$ cat src/rtl/steer_pkg.sv
package steer_pkg;
  localparam int TAG_W = 8;
  localparam int CNT_W = 4;
  localparam int SLOTS = 3;

  typedef struct packed {
    logic             src;  // 1: microcode ROM, 0: direct decode
    logic [TAG_W-1:0] tag;
    logic [CNT_W-1:0] idx;
  } uop_t;

  localparam int UW = $bits(uop_t);

  // Microcode ROM contents are computed from the flow tag and step index.
  function automatic uop_t rom_word(input logic [TAG_W-1:0] tag, input logic [CNT_W-1:0] idx);
    rom_word = '{src: 1'b1, tag: tag, idx: idx};
  endfunction

  function automatic uop_t dec_word(input logic [TAG_W-1:0] tag, input logic [CNT_W-1:0] idx);
    dec_word = '{src: 1'b0, tag: tag, idx: idx};
  endfunction

  // Uops taken from a flow this cycle: the smaller of what remains and the lane budget.
  function automatic logic [CNT_W-1:0] chunk(input logic [CNT_W-1:0] rem, input logic [CNT_W-1:0] per);
    chunk = (rem > per) ? per : rem;
  endfunction
endpackage

$ cat src/rtl/steer_slot_gate.sv
module steer_slot_gate
  import steer_pkg::*;
#(
  parameter int S0_MAX = 4
) (
  input  logic [SLOTS-1:0]            vld,
  input  logic [SLOTS-1:0][CNT_W-1:0] cnt,
  output logic [SLOTS-1:0]            pass,
  output logic                        ms_start,
  output logic [1:0]                  take
);
  localparam logic [CNT_W-1:0] S0C = CNT_W'(S0_MAX);
  localparam logic [CNT_W-1:0] ONE = CNT_W'(1);

  always_comb begin
    pass[0]  = vld[0] && (cnt[0] <= S0C);
    ms_start = vld[0] && (cnt[0] > S0C);
    for (int s = 1; s < SLOTS; s++)
      pass[s] = pass[s-1] && vld[s] && (cnt[s] == ONE);
    if (ms_start) take = 2'd1;
    else          take = {1'b0, pass[0]} + {1'b0, pass[1]} + {1'b0, pass[2]};
  end
endmodule

$ cat src/rtl/steer_useq.sv
module steer_useq
  import steer_pkg::*;
#(
  parameter int MS_PER = 3
) (
  input  logic             clk,
  input  logic             rst_n,
  input  logic             adv,
  input  logic             start,
  input  logic [TAG_W-1:0] start_tag,
  input  logic [CNT_W-1:0] start_cnt,
  output logic             run,
  output logic [CNT_W-1:0] emit_n,
  output logic [CNT_W-1:0] emit_base,
  output logic [TAG_W-1:0] emit_tag,
  output logic             emit_last
);
  localparam logic [CNT_W-1:0] MSC = CNT_W'(MS_PER);

  logic             run_q;
  logic [TAG_W-1:0] tag_q;
  logic [CNT_W-1:0] total_q, nxt_q, rem;

  assign run       = run_q;
  assign rem       = run_q ? (total_q - nxt_q) : start_cnt;
  assign emit_n    = chunk(rem, MSC);
  assign emit_last = (rem <= MSC);
  assign emit_base = run_q ? nxt_q : '0;
  assign emit_tag  = run_q ? tag_q : start_tag;

  always_ff @(posedge clk) begin
    if (!rst_n) begin
      run_q   <= 1'b0;
      tag_q   <= '0;
      total_q <= '0;
      nxt_q   <= '0;
    end else if (adv && (run_q || start)) begin
      run_q <= !emit_last;
      nxt_q <= emit_base + emit_n;
      if (!run_q) begin
        tag_q   <= start_tag;
        total_q <= start_cnt;
      end
    end
  end

  // an active flow always has uops left and makes progress
  p_flow_progress_r6: assert property (@(posedge clk) disable iff (!rst_n)
    run_q |-> (nxt_q < total_q) && (emit_n != '0));
  // a stalled flow keeps its position
  p_flow_frozen_r9: assert property (@(posedge clk) disable iff (!rst_n)
    !adv |=> $stable(nxt_q) && $stable(run_q));
endmodule

$ cat src/rtl/tri_slot_uop_steer.sv
module tri_slot_uop_steer
  import steer_pkg::*;
#(
  parameter int S0_MAX = 4,
  parameter int MS_PER = 3,
  localparam int L = S0_MAX + 2
) (
  input  logic                   clk,
  input  logic                   rst_n,
  input  logic                   hold,
  input  logic [SLOTS-1:0]       slot_vld,
  input  logic [SLOTS*CNT_W-1:0] slot_cnt,
  input  logic [SLOTS*TAG_W-1:0] slot_tag,
  output logic [L-1:0]           uop_vld,
  output logic [L*UW-1:0]        uop_dat,
  output logic                   ms_end,
  output logic [1:0]             take_cnt,
  output logic                   ms_busy
);
  logic [SLOTS-1:0][CNT_W-1:0] cnt;
  logic [SLOTS-1:0][TAG_W-1:0] tag;
  assign cnt = slot_cnt;
  assign tag = slot_tag;

  logic [SLOTS-1:0] pass;
  logic             ms_req, ms_start;
  logic [1:0]       dec_take;

  steer_slot_gate #(.S0_MAX(S0_MAX)) u_gate (
    .vld(slot_vld), .cnt(cnt), .pass(pass), .ms_start(ms_req), .take(dec_take)
  );

  logic             seq_run, seq_last;
  logic [CNT_W-1:0] seq_n, seq_base;
  logic [TAG_W-1:0] seq_tag;

  assign ms_start = ms_req && !seq_run;

  steer_useq #(.MS_PER(MS_PER)) u_seq (
    .clk(clk), .rst_n(rst_n), .adv(!hold), .start(ms_start),
    .start_tag(tag[0]), .start_cnt(cnt[0]),
    .run(seq_run), .emit_n(seq_n), .emit_base(seq_base),
    .emit_tag(seq_tag), .emit_last(seq_last)
  );

  logic [L-1:0]       nx_vld;
  uop_t [L-1:0]       nx_dat;
  logic               nx_end, nx_busy;
  logic [1:0]         nx_take;

  always_comb begin
    nx_vld = '0;
    nx_dat = '0;
    if (seq_run || ms_start) begin
      for (int i = 0; i < L; i++)
        if (i < MS_PER && CNT_W'(i) < seq_n) begin
          nx_vld[i] = 1'b1;
          nx_dat[i] = rom_word(seq_tag, seq_base + CNT_W'(i));
        end
      nx_take = seq_run ? 2'd0 : 2'd1;
      nx_end  = seq_last;
      nx_busy = !seq_last;
    end else begin
      for (int i = 0; i < L; i++) begin
        if (pass[0] && CNT_W'(i) < cnt[0]) begin
          nx_vld[i] = 1'b1;
          nx_dat[i] = dec_word(tag[0], CNT_W'(i));
        end else if (pass[1] && CNT_W'(i) == cnt[0]) begin
          nx_vld[i] = 1'b1;
          nx_dat[i] = dec_word(tag[1], '0);
        end else if (pass[2] && CNT_W'(i) == cnt[0] + CNT_W'(1)) begin
          nx_vld[i] = 1'b1;
          nx_dat[i] = dec_word(tag[2], '0);
        end
      end
      nx_take = dec_take;
      nx_end  = 1'b0;
      nx_busy = 1'b0;
    end
  end

  always_ff @(posedge clk) begin
    if (!rst_n) begin
      uop_vld  <= '0;
      uop_dat  <= '0;
      ms_end   <= 1'b0;
      take_cnt <= '0;
      ms_busy  <= 1'b0;
    end else if (!hold) begin
      uop_vld  <= nx_vld;
      uop_dat  <= nx_dat;
      ms_end   <= nx_end;
      take_cnt <= nx_take;
      ms_busy  <= nx_busy;
    end
  end

  // valid lanes form one run starting at lane 0
  p_lanes_packed_r2: assert property (@(posedge clk) disable iff (!rst_n)
    (uop_vld & (uop_vld + L'(1))) == '0);
  // the bundle ending a flow leaves the sequencer idle
  p_end_not_busy_r6: assert property (@(posedge clk) disable iff (!rst_n)
    ms_end |-> !ms_busy);
  // a bundle that leaves the flow running is a full sequencer bundle
  p_busy_full_r6: assert property (@(posedge clk) disable iff (!rst_n)
    ms_busy |-> $countones(uop_vld) == MS_PER);
  // nothing is consumed while streaming
  p_busy_no_take_r7: assert property (@(posedge clk) disable iff (!rst_n)
    ms_busy && !hold |=> take_cnt == 2'd0);
  // hold freezes every output
  p_hold_frozen_r9: assert property (@(posedge clk) disable iff (!rst_n)
    hold |=> $stable(uop_vld) && $stable(uop_dat) && $stable(take_cnt)
             && $stable(ms_busy) && $stable(ms_end));
endmodule

$ cat config.mk
export PLATFORM = sky130hd
export DESIGN_NAME = tri_slot_uop_steer
export DESIGN_NICKNAME = d
export VERILOG_FILES = /design/src/rtl/steer_pkg.sv /design/src/rtl/steer_slot_gate.sv /design/src/rtl/steer_useq.sv /design/src/rtl/tri_slot_uop_steer.sv
export SDC_FILE = /design/constraint.sdc
export NUM_CORES = 1
export LEC_CHECK = 0
export BUFFER_PORTS_ARGS = -buffer_cell sky130_fd_sc_hd__buf_4
export CAP_MARGIN = 20
export CORE_ASPECT_RATIO = 1.25
export CORE_MARGIN = 2
export CORE_UTILIZATION = 30
export CTS_CLUSTER_SIZE = 40
export DETAILED_ROUTE_END_ITERATION = 8
export HOLD_SLACK_MARGIN = 0.05
export PLACE_DENSITY = 0.56
export REMOVE_ABC_BUFFERS = 1
export SYNTH_ARGS = -nofsm -noshare
export SYNTH_HDL_FRONTEND = slang
export SYNTH_HIERARCHICAL = 1
export SYNTH_SLANG_ARGS = --single-unit
$ cat constraint.sdc
create_clock -name clk -period 5.4 [get_ports clk]
set_input_delay 1.08 -clock clk [delete_from_list [all_inputs] [get_ports clk]]
set_output_delay 1.08 -clock clk [all_outputs]
set_load 0.01 [all_outputs]
* Word level (Yosys, flattened, before mapping)
Index checks and enable logic that the tools add are counted.
** Operators by class
- Add/sub/neg operators :: 7
- $lt $le $gt $ge :: 13
- Equality and inequality tests :: 12
- Multiplexer cells :: 55
- Bitwise operators :: 1
- Reductions and logical operators :: 33
** Operators by type and width (count)
- $mux W12 :: 16
- $mux W39 :: 2
- $mux W13 :: 5
- $logic_and A1 B1 Y1 :: 26
- $mux W1 :: 24
- $eq A2 B4 Y1 const A :: 4
- $eq A3 B4 Y1 const A :: 4
- $lt A1 B4 Y1 const A :: 4
- $lt A2 B4 Y1 const A :: 3
- $mux W4 :: 3
- $add A4 B1 Y4 const B :: 2
- $eq A1 B4 Y1 const A :: 2
- $eq A4 B1 Y1 const B :: 2
- $logic_not A4 Y1 :: 2
- $lt A3 B4 Y1 const A :: 2
- $mux W8 :: 1
- $mux W3 :: 2
- $add A4 B2 Y4 const B :: 1
- $add A4 B4 Y4 :: 1
- $gt A4 B2 Y1 const B :: 1
- $gt A4 B3 Y1 const B :: 1
- $le A4 B2 Y1 const B :: 1
- $le A4 B3 Y1 const B :: 1
- $mux W2 :: 2
- 7 further kinds :: 9
** Storage, ports and cells
- Bits in registers :: 105
- Bits of input ports :: 42
- Output and inout port bits :: 88
- Logic and storage cells :: 130

* Logic depth before layout (Yosys ltp)
Gate-level depths: netlist of the first run.
- Depth after elaboration :: 11
- Mapped depth :: 13
- Gate-level depth less buffers :: 13

* Modules after synthesis
Netlist of the first run, hierarchy kept.
** By module, submodules not included
- tri_slot_uop_steer :: instances 1, cells each 528, area each 4465.5 um^2, sequential area each 1521.5 um^2
- steer_useq :: instances 1, cells each 122, area each 1184.9 um^2, sequential area each 340.3 um^2
- steer_slot_gate :: instances 1, cells each 12, area each 106.4 um^2, sequential area each 0.0 um^2

* Worst setup path after synthesis of the first run
OpenSTA, ideal clock, no wires.
- Path kind :: input -> register
- From :: input slot_cnt[0]
- To :: register take_cnt[0]
- Setup time :: 0.115 ns
- Data arrival time :: 2.836 ns
- Required time :: 5.285 ns
- Slack :: 2.448 ns
- Stages on the path :: 9
- Buffers on the path :: 0
- Cell sequence :: o21a_1 > nor4_4 > and3_1 > fa_1 > nand2b_1 > nor2_1 > nor3_1 > a21oi_1 > nor2b_1
** On the way
- Longest elaborated chain between the ends :: 9
- Elaborated cells between the ends (all ways) :: 14
- Classes of those cells :: add/sub (2); order compare (2); mux (2); reduce/logical (8)
** Ends and longest elaborated chain
- start, declared :: line tri_slot_uop_steer.sv:12 : input logic [SLOTS*CNT_W-1:0] slot_cnt,
- $le A4 B3 Y1 :: line steer_slot_gate.sv:16 : pass[0] = vld[0] && (cnt[0] <= S0C);
- $logic_and A1 B1 Y1 :: line steer_slot_gate.sv:16
- $logic_and A1 B1 Y1 (2 in a row) :: line steer_slot_gate.sv:19 : pass[s] = pass[s-1] && vld[s] && (cnt[s] == ONE);
- net pass[1] :: line tri_slot_uop_steer.sv:25 : logic [SLOTS-1:0] pass;
- $logic_and A1 B1 Y1 (2 in a row) :: line steer_slot_gate.sv:19
- net pass[2] :: line tri_slot_uop_steer.sv:25
- $add A2 B1 Y2 :: line steer_slot_gate.sv:21 : else take = {1'b0, pass[0]} + {1'b0, pass[1]} + {1'b0, pass[2]};
- $mux W2 :: line steer_slot_gate.sv:20 : if (ms_start) take = 2'd1;
- net dec_take[0] :: line tri_slot_uop_steer.sv:27 : logic [1:0] dec_take;
- $mux W2 :: line tri_slot_uop_steer.sv:54 : if (seq_run || ms_start) begin
- end signal, assigned :: line tri_slot_uop_steer.sv:93 : take_cnt <= nx_take;
- end, declared :: line tri_slot_uop_steer.sv:17 : output logic [1:0] take_cnt,
The timed path passes the listed nets, and every way through them passes these cells.
A chain may end at the register's enable or synchronous reset.

* Worst setup path after layout of the first run
- From :: input slot_cnt[1]
- To :: register uop_dat[61]
** On the way
- Longest elaborated chain between the ends :: 11
- Elaborated cells between the ends (all ways) :: 21
- Classes of those cells :: add/sub (1); order compare (3); eq/ne (2); mux (4); reduce/logical (11)
** Ends and longest elaborated chain
- $le A4 B3 Y1 :: line steer_slot_gate.sv:16
- $logic_and A1 B1 Y1 :: line steer_slot_gate.sv:16
- $logic_and A1 B1 Y1 (2 in a row) :: line steer_slot_gate.sv:19
- net pass[1] :: line tri_slot_uop_steer.sv:25
- $logic_and A1 B1 Y1 (2 in a row) :: line steer_slot_gate.sv:19
- net pass[2] :: line tri_slot_uop_steer.sv:25
- $logic_and A1 B1 Y1 :: line tri_slot_uop_steer.sv:71 : end else if (pass[2] && CNT_W'(i) == cnt[0] + CNT_W'(1)) begin
- $mux W12 :: line tri_slot_uop_steer.sv:71
- $mux W12 :: line tri_slot_uop_steer.sv:68 : end else if (pass[1] && CNT_W'(i) == cnt[0]) begin
- $mux W12 :: line tri_slot_uop_steer.sv:65 : if (pass[0] && CNT_W'(i) < cnt[0]) begin
- $mux W39 :: line tri_slot_uop_steer.sv:54
- end signal, assigned :: line tri_slot_uop_steer.sv:91 : uop_dat <= nx_dat;
- end, declared :: line tri_slot_uop_steer.sv:15 : output logic [L*UW-1:0] uop_dat,
The timed path passes the listed nets, and every way through them passes these cells.

==> results of run 1 <==
power groups by stage:
stage          Clock [W]  Sequential (W)  Combinational [W]
6_report        0.000715        0.000731           0.000324
5_1_grt         0.000753        0.000734           0.000354
3_3_place_gp           0        0.000748           0.000322
4_1_cts         0.000726        0.000732           0.000324
2_1_floorplan          0        0.000754           0.000162
3_5_place_dp           0        0.000747           0.000322
synthesized netlist by cell type, drive strengths merged (15+ instances only):
cell type | instances | share of area (%)
a21o | 19 | 2.5
buf | 44 | 5.5
nor2b | 22 | 2.4
a22o | 20 | 3.2
o21ai | 55 | 4.8
a22oi | 15 | 2.0
nand2 | 36 | 2.5
nand3 | 39 | 3.4
a21oi | 25 | 2.2
clkbuf | 20 | 1.3
nor2 | 41 | 3.1
dfxtp | 93 | 32
a21boi | 24 | 3.2
registers in the layout (all words and copies together) (netlist names), 2 cells and up:
signal and cells:
uop_dat 66, u_seq/tag_q 8, uop_vld 6, u_seq/total_q 4, take_cnt 2, u_seq/nxt_q 4
cells in the final DEF (no fill, tap or decap), types with 12 or more instances in the layout:
| cell type | instances |
|---|---|
| a21boi_0 | 14 |
| a21o_1 | 18 |
| a21oi_1 | 25 |
| a221oi_1 | 13 |
| a222oi_1 | 14 |
| a22o_1 | 15 |
| a22oi_1 | 15 |
| a31oi_1 | 13 |
| and2_1 | 12 |
| and3_1 | 12 |
| buf_4 | 125 |
| conb_1 | 13 |
| dfxtp_1 | 93 |
| mux2i_1 | 14 |
| nand2_1 | 35 |
| nand3_1 | 39 |
| nor2_1 | 37 |
| nor2b_1 | 22 |
| nor3_1 | 12 |
| o21ai_0 | 49 |
cell families (layout without fill, tap and decap cells):
| logic type | count (synthesis) | after routing |
|---|---|---|
| AO/OA/AOI/OAI | 239 | 239 |
| AND/OR/NAND/NOR | 212 | 212 |
| flip-flops | 93 | 93 |
| buffers and inverters | 75 | 152 |
| multiplexers | 23 | 23 |
| adder cells (fa/ha/maj) | 11 | 11 |
| XOR/XNOR | 7 | 7 |
| other | 2 | 13 |
per-layer routing:
| layer | wire (um) | vias up | track usage, % |
|---|---|---|---|
| met5 | 0 | - | 0 |
| met4 | 470 | 0 | 6.843 |
| met3 | 1031 | 32 | 2.527 |
| met2 | 9344 | 183 | 31.04 |
| met1 | 8284 | 2575 | 24.34 |
| li1 | - | 2620 | - |
final timing paths:
path	endpoint	depth (start not counted)
setup / recovery	uop_dat[61]$_SDFFE_PN0N_	8
hold / removal	uop_dat[46]$_SDFFE_PN0N_	2
setup reg to reg	uop_dat[32]$_SDFFE_PN0N_	11
hold reg to reg	uop_dat[46]$_SDFFE_PN0N_	2
per-stage QoR:
| stage | cell area (um^2) | setup WS (ns) | power [W] | util, % |
|---|---|---|---|---|
| detailed placement | 6631 | 1.398 | 0.001070 | 35.31 |
| global placement | 6631 | 1.554 | 0.001070 | 35.31 |
| CTS | 6955 | 1.770 | 0.001781 | 37.04 |
| floorplan | 5403 | 2.383 | 0.0009159 | - |
| finish | 6955 | 1.798 | 0.001770 | 37.04 |
| global route | 6955 | 1.598 | 0.001841 | 37.04 |
worst reg2reg max path: cells and delay by family (launching register included):
kind,cells,cell delay [ns]
buffers and inverters,2,0.11
AO/OA/AOI/OAI,4,1.23
adder cells (fa/ha/maj),2,0.60
AND/OR/NAND/NOR,3,0.89
flip-flops,1,0.33
layout make-up:
class	instances	area (um^2)	share of cell area, %
Tap cell	232	290.3	4.173
Timing Repair Buffer	125	938.4	13.49
Sequential cell	93	1862	26.77
Inverter	11	41.29	0.5936
Clock buffer	10	229.0	3.292
Multi-Input combinational cell	505	3500	50.31
Clock inverter	6	95.09	1.367
==> out/qor.csv, run 1 <==
stage;metric;value;unit
run_status;result of the run;completed;
timing;Hold Violations, Final;0;
clock_tree;cts-stage hold buffer count;0;
critical_path;kind of launch point of the worst setup path;input port;
timing;max-slew violation count;0;
grt;via count of the first global-routing pass;5001;
critical_path;data arrival time of the critical path;3.90;ns
clock_tree;depth of the CTS H-tree;3;
synthesis;sequential area share after synthesis;32.34;%
grt;gr usage total;18.62;%
power_and_ir_drop;power dissipated by switching net loads;0.0005180;W
clock_tree;clock net sink count;93;
worst_hold_path;HP Class;register to register;
die;Rows;56;
critical_path;Worst setup EP type;register;
synthesis;async set-or-reset flop fraction in the synthesized netlist;0;%
critical_path;family of cells with the greatest summed delay on the critical path;simple AND/OR/NAND/NOR gates;
power_and_ir_drop;sequential power share;41.3;%
detailed_routing;DRT iter0 DRCs;464;
grt;global-route wire length before repair;29.79;mm
critical_path;setup slack of the worst register-to-register path;2.12;ns
clock_tree;clk_lat worst skew;0.37;ns
die;number of primary I/O pins;130;
synthesis;fraction of the mapped netlist area in simple logic gates;21.21;%
die;DIE HEIGHT;158.9;um
place;placer congestion estimate;0.8155;
synthesis;post-synthesis adder-cell area fraction;2.782;%
critical_path;maximum fanout along the worst path;25;
timing;hold slack;0.4487;ns
clock_tree;number of setup buffers added after CTS;0;
timing;Fmax;0.2776;GHz
place;count of buffers inserted at the top-level ports;119;
final_layout;layout cells sized above 1;24.00;%
power_and_ir_drop;leakage;2.737;nW
synthesis;area of the mapped netlist;0.005757;mm^2
timing;final critical-path required period;3.602;ns
synthesis;xor/xnor cell area share of the yosys netlist;1.195;%
grt;antenna violations before repair;0;
detailed_routing;antenna viol nets, final;0;
timing;final worst path period share;66.70;%
final_layout;count of non-filler cells in the finished layout;982;
synthesis;number of warnings printed during yosys synthesis;6;
synthesis;proportion of synthesized area in mux cells;4.651;%
place;HPWL after detailed placement;13.70;mm
synthesis;number of synthesized flops with an enable pin;0;
die;width of the chip;127.9;um
critical_path;required time at the endpoint of the critical path;5.70;ns
detailed_routing;number of search-and-repair iterations in the first detailed-routing pass;6;
timing;setup repair after global routing missed its margin;false;
detailed_routing;detailed-route via count;5410;
detailed_routing;total detailed-routing wirelength;19.13;mm
grt;GRT Residual Overflow;0;
clock_tree;Inserted Clock Buffers;9;
die;Initial Utilization;30.66;%
final_layout;Syn-to-layout area delta;20.82;%
power_and_ir_drop;internal cell power;0.001252;W
flow_run;# Max-Cap Violations;0;
die;area of the placeable core;0.01878;mm^2
detailed_routing;average vias per placed instance;5.509;
synthesis;largest family of logic cells by synthesized area;compound AO/OA/AOI/OAI gates;
grt;pin count of the biggest net entering global routing;60;
clock_tree;CTS Buffer Depth;2;
synthesis;Netlist cell types;79;
power_and_ir_drop;switching power share of the total;29.26;%
critical_path;worst setup path startpoint;slot_cnt[1];
final_layout;fill count;1947;
worst_hold_path;launch point of the worst hold path;uop_dat[46]$_SDFFE_PN0N_;
final_layout;final-stage net count;798;
die;die footprint;0.02032;mm^2
power_and_ir_drop;worst vdd ir;0.1490;mV
synthesis;area fraction in compound gates after synthesis;30.10;%
synthesis;flip-flop and latch count after synthesis;93;
timing;clk_skew;0.01270;ns
synthesis;average cell area after synthesis;8.696;um^2
timing;actual transition at the worst max-transition pin;1.099;ns
critical_path;Reg2Reg Launch Point;u_seq/total_q[0]$_SDFFE_PN0P_;
final_layout;Diodes inserted;0;
detailed_routing;wire length per cell after detailed routing;19.48;um
clock_tree;CTS Root Buffer Type;clkbuf_16;
power_and_ir_drop;part of the power in combinational logic;18.3;%
critical_path;worst setup path category;input port to register;
clock_tree;CTS tree;yes;
critical_path;slowest cell delay on critical path;0.83;ns
clock_tree;clock edge transition at the registers on the reported setup and hold paths;0.08;ns
timing;Slew Limit Headroom;26.58;%
critical_path;cell-by-cell listing of the critical path;buf_4 > o21a_1 > nor4_4 > and3_1 > nor3b_2 > and2_1 > a222oi_1 > o21ai_0;
power_and_ir_drop;Power Density;254.5;mW/mm^2
critical_path;critical path buffer and inverter count;1;
critical_path;Critical Path Slowest Stage Cell;nor3b_2;
synthesis;most common flop cell mapped by yosys;dfxtp_1;
clock_tree;post_cts resized;0;
power_and_ir_drop;power share of the clock group;40.4;%
timing;Final Setup Violations;0;
timing;Fin Setup TNS;0;ns
synthesis;Synth Instances;662;
place;Placed Cells incl. Taps;966;
detailed_routing;# DRC;0;
(Power assumes the default switching activity.)
==> run 2: changes to the inputs <==
- clock period: 5.4 -> 3.6 ns (I/O delays scaled with it)
==> run 2 against run 1 <==
- combinational power is 53% higher
- non-clock buffer count increased by 15
- worst setup slack worse by 1.4 ns
- first-iteration DRC count is the same
- worst hold slack barely moved
- core utilization is 0.54 points higher
- sequential share of layout area shrank 0.38 points
- critical path type is now register to register
==> out/qor.csv, run 2 (synthesis results as in run 1) <==
stage;metric;value;unit
run_status;result of the run;completed;
final_layout;final-stage net count;813;
place;placed instance area;0.006744;mm^2
die;width of the chip;127.9;um
critical_path;endpoint of the most critical register-to-register path;uop_dat[31]$_SDFFE_PN0N_;
grt;GR peak layer;met2;
clock_tree;clock net sink count;93;
final_layout;Top reg by flops;uop_dat;
clock_tree;CTS tree;yes;
timing;Fin Setup TNS;0;ns
critical_path;slowest cell delay on critical path;0.49;ns
critical_path;data arrival time of the critical path;3.40;ns
timing;setup repair after global routing missed its margin;false;
die;number of primary I/O pins;130;
detailed_routing;total detailed-routing wirelength;19.52;mm
grt;pin count of the biggest net entering global routing;53;
grt;gr usage total;19.10;%
timing;Fmax;0.3158;GHz
critical_path;cell-by-cell listing of the critical path;inv_1 > ha_1 > inv_1 > fa_1 > nand2b_1 > nor4_2 > o31ai_1 > a211oi_1 > nor2_1 > a221oi_1 > a21oi_1;
timing;max-slew violation count;0;
grt;met1 Usage GRT;25.33;%
place;placer congestion estimate;0.8292;
clock_tree;clock edge transition at the registers on the reported setup and hold paths;0.07;ns
final_layout;flip-flop count of the largest register, all copies and words added;66;
critical_path;setup slack of the worst register-to-register path;0.43;ns
critical_path;Critical Path Slowest Stage Cell;a211oi_1;
timing;Hold Violations, Final;0;
place;count of buffers inserted at the top-level ports;119;
timing;final worst path period share;87.95;%
final_layout;most common library cell in the layout ignoring fill and taps;buf_4;
die;DIE HEIGHT;158.9;um
detailed_routing;wire length per cell after detailed routing;19.60;um
worst_hold_path;Worst Hold Path EP;uop_dat[46]$_SDFFE_PN0N_;
final_layout;count of non-filler cells in the finished layout;996;
critical_path;Worst setup EP type;register;
clock_tree;CTS Root Buffer Type;clkbuf_16;
die;die footprint;0.02032;mm^2
worst_hold_path;WHS Path Cells;2;
critical_path;Reg2Reg Launch Point;u_seq/total_q[0]$_SDFFE_PN0P_;
detailed_routing;DRT iter0 DRCs;464;
timing;hold slack;0.4492;ns
power_and_ir_drop;Power Density;374.2;mW/mm^2
final_layout;Syn-to-layout area delta;22.58;%
detailed_routing;antenna viol nets, final;0;
die;Rows;56;
critical_path;family of cells with the greatest summed delay on the critical path;compound AO/OA/AOI/OAI gates;
final_layout;Diodes inserted;0;
final_layout;registers with the most flip-flops;uop_dat (66), u_seq/tag_q (8), uop_vld (6);
grt;via count of the first global-routing pass;5230;
final_layout;final instance area;0.007057;mm^2
grt;met2 Use GR;31.23;%
critical_path;number of cell instances on the worst register-to-register path;11;
timing;actual transition at the worst max-transition pin;1.015;ns
clock_tree;cts-stage hold buffer count;0;
timing;final critical-path required period;3.166;ns
critical_path;critical path buffer and inverter count;2;
timing;Slew Limit Headroom;32.16;%
detailed_routing;# DRC;0;
grt;GRT Residual Overflow;0;
grt;GRT met3 Usage;2.662;%
final_layout;layout cells sized above 1;25.39;%
power_and_ir_drop;leakage;2.801;nW
grt;antenna violations before repair;0;
power_and_ir_drop;worst vdd ir;0.1947;mV
timing;clk_skew;0.005351;ns
timing;Final Setup Violations;0;
detailed_routing;detailed-route via count;5508;
die;Initial Utilization;30.66;%
clock_tree;Inserted Clock Buffers;9;
die;area of the placeable core;0.01878;mm^2
detailed_routing;number of search-and-repair iterations in the first detailed-routing pass;5;
clock_tree;depth of the CTS H-tree;3;
clock_tree;CTS Buffer Depth;2;
critical_path;maximum fanout along the worst path;11;
flow_run;# Max-Cap Violations;0;
critical_path;kind of launch point of the worst setup path;register;
clock_tree;clk_lat worst skew;0.36;ns
critical_path;worst setup path category;register to register;
detailed_routing;average vias per placed instance;5.530;
place;HPWL after detailed placement;14.16;mm
critical_path;required time at the endpoint of the critical path;3.84;ns
grt;global-route wire length before repair;30.62;mm
worst_hold_path;HP Class;register to register;
critical_path;Critical Path Most Common Cell;inv_1;
worst_hold_path;launch point of the worst hold path;uop_dat[46]$_SDFFE_PN0N_;
clock_tree;post_cts resized;0;
place;Placed Cells incl. Taps;981;
clock_tree;number of setup buffers added after CTS;0;
final_layout;commonest non-fill, non-tap cells in the layout;140 x buf_4, 93 x dfxtp_1, 49 x o21ai_0;
[run 2: cell types whose count changed in the layout (fill, tap and decap cells not counted), sizes merged]
cell	before	now
clkinvlp	0	2
buf	125	140
clkinv	3	0
[run 2: metrics by stage]
step / setup WS, ns / total power, W / util, %
after global placement: 0.5493 / 0.001615 / 35.91
final: 0.4337 / 0.002641 / 37.58
after detailed placement: 0.5077 / 0.001616 / 35.91
after CTS: 0.4883 / 0.002666 / 37.58
after global routing: 0.2219 / 0.002747 / 37.58
after floorplan: 0.8157 / 0.001374 / -
[run 2: where the power goes]
group          internal, W  leakage [nW]  switching (W)
sequential         0.00107         0.757      0.0000311
combinational     0.000203          1.90       0.000292
clock             0.000608         0.145       0.000437
[run 2: layout make-up]
class | count | area, um^2
clock inverters | 5 | 83.83
repair buffers | 140 | 1051
inverters | 11 | 41.29
well taps | 232 | 290.3
fillers | 1953 | 11720
multi-input cells | 505 | 3500
clock buffers | 10 | 229.0
flip-flops and latches | 93 | 1862
[run 2: worst reg2reg max path, cell delays in order, from the launching register on]
cell	delay, ns
dfxtp_1	0.33
inv_1	0.04
ha_1	0.21
inv_1	0.07
fa_1	0.39
nand2b_1	0.17
nor4_2	0.33
o31ai_1	0.18
a211oi_1	0.49
nor2_1	0.34
a221oi_1	0.39
a21oi_1	0.10
[run 2: worst max-delay path by stage]
stage,start,to,slack (ns),depth (start not counted)
after global routing,u_seq/total_q[0]$_SDFFE_PN0P_,uop_dat[32]$_SDFFE_PN0N_,0.22,11
final,u_seq/total_q[0]$_SDFFE_PN0P_,uop_dat[31]$_SDFFE_PN0N_,0.43,11
after floorplan,u_seq/total_q[0]$_SDFFE_PN0P_,uop_dat[30]$_SDFFE_PN0N_,0.82,11
after global placement,u_seq/total_q[0]$_SDFFE_PN0P_,uop_dat[37]$_SDFFE_PN0N_,0.55,11
after detailed placement,u_seq/total_q[0]$_SDFFE_PN0P_,uop_dat[37]$_SDFFE_PN0N_,0.51,11
after CTS,u_seq/total_q[0]$_SDFFE_PN0P_,uop_dat[37]$_SDFFE_PN0N_,0.49,11
[run 2: metal layers]
layer,wire [um],part of all wire (%)
met3,1037,5.3
met4,487,2.5
met2,9320,48
met5,0,0
met1,8675,44
==> run 3: changes to the inputs <==
- MAX_ROUTING_LAYER: default -> met4
==> run 3 against run 2 <==
- flip-flop and latch count is the same
- fmax up 1.2%
- final area unchanged
- sequential share of layout area unchanged
- clock-buffer cell count is the same
- core utilization unchanged
- wire length shrank 0.36%
- non-clock buffer count unchanged
- die area unchanged
- critical path type unchanged
- largest cell class unchanged
- highest routed layer unchanged
==> out/qor.csv, run 3 (synthesis results as in run 1) <==
stage;metric;value;unit
clock_tree;number of setup buffers added after CTS;0;
worst_hold_path;HP Class;register to register;
final_layout;commonest non-fill, non-tap cells in the layout;140 x buf_4, 93 x dfxtp_1, 49 x o21ai_0;
clock_tree;CTS Buffer Depth;2;
detailed_routing;total detailed-routing wirelength;19.45;mm
timing;clk_skew;0.007905;ns
detailed_routing;# DRC;0;
critical_path;Reg2Reg Launch Point;u_seq/total_q[0]$_SDFFE_PN0P_;
timing;Slew Limit Headroom;32.95;%
grt;via count of the first global-routing pass;5216;
detailed_routing;antenna viol nets, final;0;
timing;Fmax;0.3196;GHz
die;area of the placeable core;0.01878;mm^2
detailed_routing;number of search-and-repair iterations in the first detailed-routing pass;5;
clock_tree;clock net sink count;93;
clock_tree;clk_lat worst skew;0.36;ns
clock_tree;depth of the CTS H-tree;3;
critical_path;Critical Path Most Common Cell;inv_1;
detailed_routing;DRT iter0 DRCs;476;
critical_path;data arrival time of the critical path;3.37;ns
final_layout;register cell area after layout;0.001862;mm^2
run_status;result of the run;completed;
final_layout;area of the multi-input gates;0.003500;mm^2
clock_tree;CTS Root Buffer Type;clkbuf_16;
critical_path;Worst setup EP type;register;
die;width of the chip;127.9;um
detailed_routing;detailed-route via count;5503;
grt;met1 Usage GRT;25.51;%
grt;antenna violations before repair;0;
critical_path;required time at the endpoint of the critical path;3.84;ns
power_and_ir_drop;worst vdd ir;0.1953;mV
detailed_routing;wire length per cell after detailed routing;19.53;um
power_and_ir_drop;leakage;2.801;nW
die;number of primary I/O pins;130;
final_layout;most common library cell in the layout ignoring fill and taps;buf_4;
critical_path;slowest cell delay on critical path;0.48;ns
clock_tree;clock edge transition at the registers on the reported setup and hold paths;0.07;ns
critical_path;cell-by-cell listing of the critical path;inv_1 > ha_1 > inv_1 > fa_1 > nand2b_1 > nor4_2 > o31ai_1 > a211oi_1 > nor2_1 > a221oi_1 > a21oi_1;
final_layout;flip-flop count of the largest register, all copies and words added;66;
final_layout;final-stage net count;813;
die;die footprint;0.02032;mm^2
critical_path;worst setup path category;register to register;
critical_path;endpoint of the most critical register-to-register path;uop_dat[31]$_SDFFE_PN0N_;
place;count of buffers inserted at the top-level ports;119;
power_and_ir_drop;Power Density;374.3;mW/mm^2
critical_path;setup slack of the worst register-to-register path;0.47;ns
place;HPWL after detailed placement;14.16;mm
critical_path;kind of launch point of the worst setup path;register;
critical_path;number of cell instances on the worst register-to-register path;11;
timing;setup repair after global routing missed its margin;false;
grt;met2 Use GR;31.11;%
timing;final critical-path required period;3.129;ns
grt;GRT Residual Overflow;0;
detailed_routing;average vias per placed instance;5.525;
die;DIE HEIGHT;158.9;um
grt;GRT met3 Usage;2.527;%
grt;global-route wire length before repair;30.61;mm
grt;pin count of the biggest net entering global routing;53;
worst_hold_path;WHS Path Cells;2;
final_layout;Diodes inserted;0;
flow_run;# Max-Cap Violations;0;
clock_tree;Inserted Clock Buffers;9;
die;Rows;56;
critical_path;Critical Path Slowest Stage Cell;a211oi_1;
timing;final worst path period share;86.91;%
clock_tree;cts-stage hold buffer count;0;
final_layout;Top reg by flops;uop_dat;
worst_hold_path;launch point of the worst hold path;uop_dat[46]$_SDFFE_PN0N_;
grt;GR peak layer;met2;
timing;max-slew violation count;0;
final_layout;Syn-to-layout area delta;22.58;%
die;Initial Utilization;30.66;%
timing;actual transition at the worst max-transition pin;1.004;ns
final_layout;registers with the most flip-flops;uop_dat (66), u_seq/tag_q (8), uop_vld (6);
timing;Fin Setup TNS;0;ns
timing;Hold Violations, Final;0;
clock_tree;post_cts resized;0;
final_layout;fill count;1953;
clock_tree;CTS tree;yes;
place;placer congestion estimate;0.8441;
worst_hold_path;Worst Hold Path EP;uop_dat[46]$_SDFFE_PN0N_;
grt;gr usage total;19.64;%
final_layout;utilization after layout;37.58;%
critical_path;maximum fanout along the worst path;11;
timing;Final Setup Violations;0;
final_layout;layout cells sized above 1;25.39;%
## run 3: cell counts in the layout (fill, tap and decap cells not counted)
No cell type changed its count.
## run 3: layer usage
layer	part of all wire [%]	vias to the layer above
met4	2.4	0
li1	-	2651
met5	0	-
met3	5.0	27
met1	45	2635
met2	48	190
## run 3: cell type report
type                    count  share of cell area [%]
repair buffers            140                   14.89
flip-flops and latches     93                   26.38
clock buffers              10                   3.245
multi-input cells         505                   49.59
well taps                 232                   4.113
clock inverters             5                   1.188
inverters                  11                  0.5851
## run 3: metrics by stage
| stage | worst slack [ns] | instances | power [W] | hold slack [ns] | instance area [um^2] |
|---|---|---|---|---|---|
| after floorplan | 0.8157 | 609 | 0.001374 | 0.4544 | 5403 |
| after global placement | 0.5493 | 981 | 0.001615 | 0.4405 | 6744 |
| after detailed placement | 0.5077 | 981 | 0.001616 | 0.4450 | 6744 |
| after CTS | 0.4883 | 996 | 0.002666 | 0.4553 | 7057 |
| after global routing | 0.2231 | 996 | 0.002750 | 0.4806 | 7057 |
| final | 0.4712 | 996 | 0.002641 | 0.4492 | 7057 |
## run 3: report_power, final
group	switching, W	internal (W)
registers	0.0000310	0.00107
clock network	0.000440	0.000608
logic	0.000291	0.000203
## run 3: worst max-delay path, delay by kind of cell (launching register included)
family / cells / cell delay, ns
DFF: 1 / 0.33
adders and majority gates: 2 / 0.60
and+or+nand+nor: 3 / 0.84
buffers and inverters: 2 / 0.11
AOI/OAI and AO/OA: 4 / 1.12
## run 3: how the worst max path moves through the flow
| stage | from | to | cells past startpoint |
|---|---|---|---|
| 5_1_grt | u_seq/total_q[0]$_SDFFE_PN0P_ | uop_dat[32]$_SDFFE_PN0N_ | 11 |
| 3_3_place_gp | u_seq/total_q[0]$_SDFFE_PN0P_ | uop_dat[37]$_SDFFE_PN0N_ | 11 |
| 4_1_cts | u_seq/total_q[0]$_SDFFE_PN0P_ | uop_dat[37]$_SDFFE_PN0N_ | 11 |
| 6_report | u_seq/total_q[0]$_SDFFE_PN0P_ | uop_dat[31]$_SDFFE_PN0N_ | 11 |
| 3_5_place_dp | u_seq/total_q[0]$_SDFFE_PN0P_ | uop_dat[37]$_SDFFE_PN0N_ | 11 |
| 2_1_floorplan | u_seq/total_q[0]$_SDFFE_PN0P_ | uop_dat[30]$_SDFFE_PN0N_ | 11 |
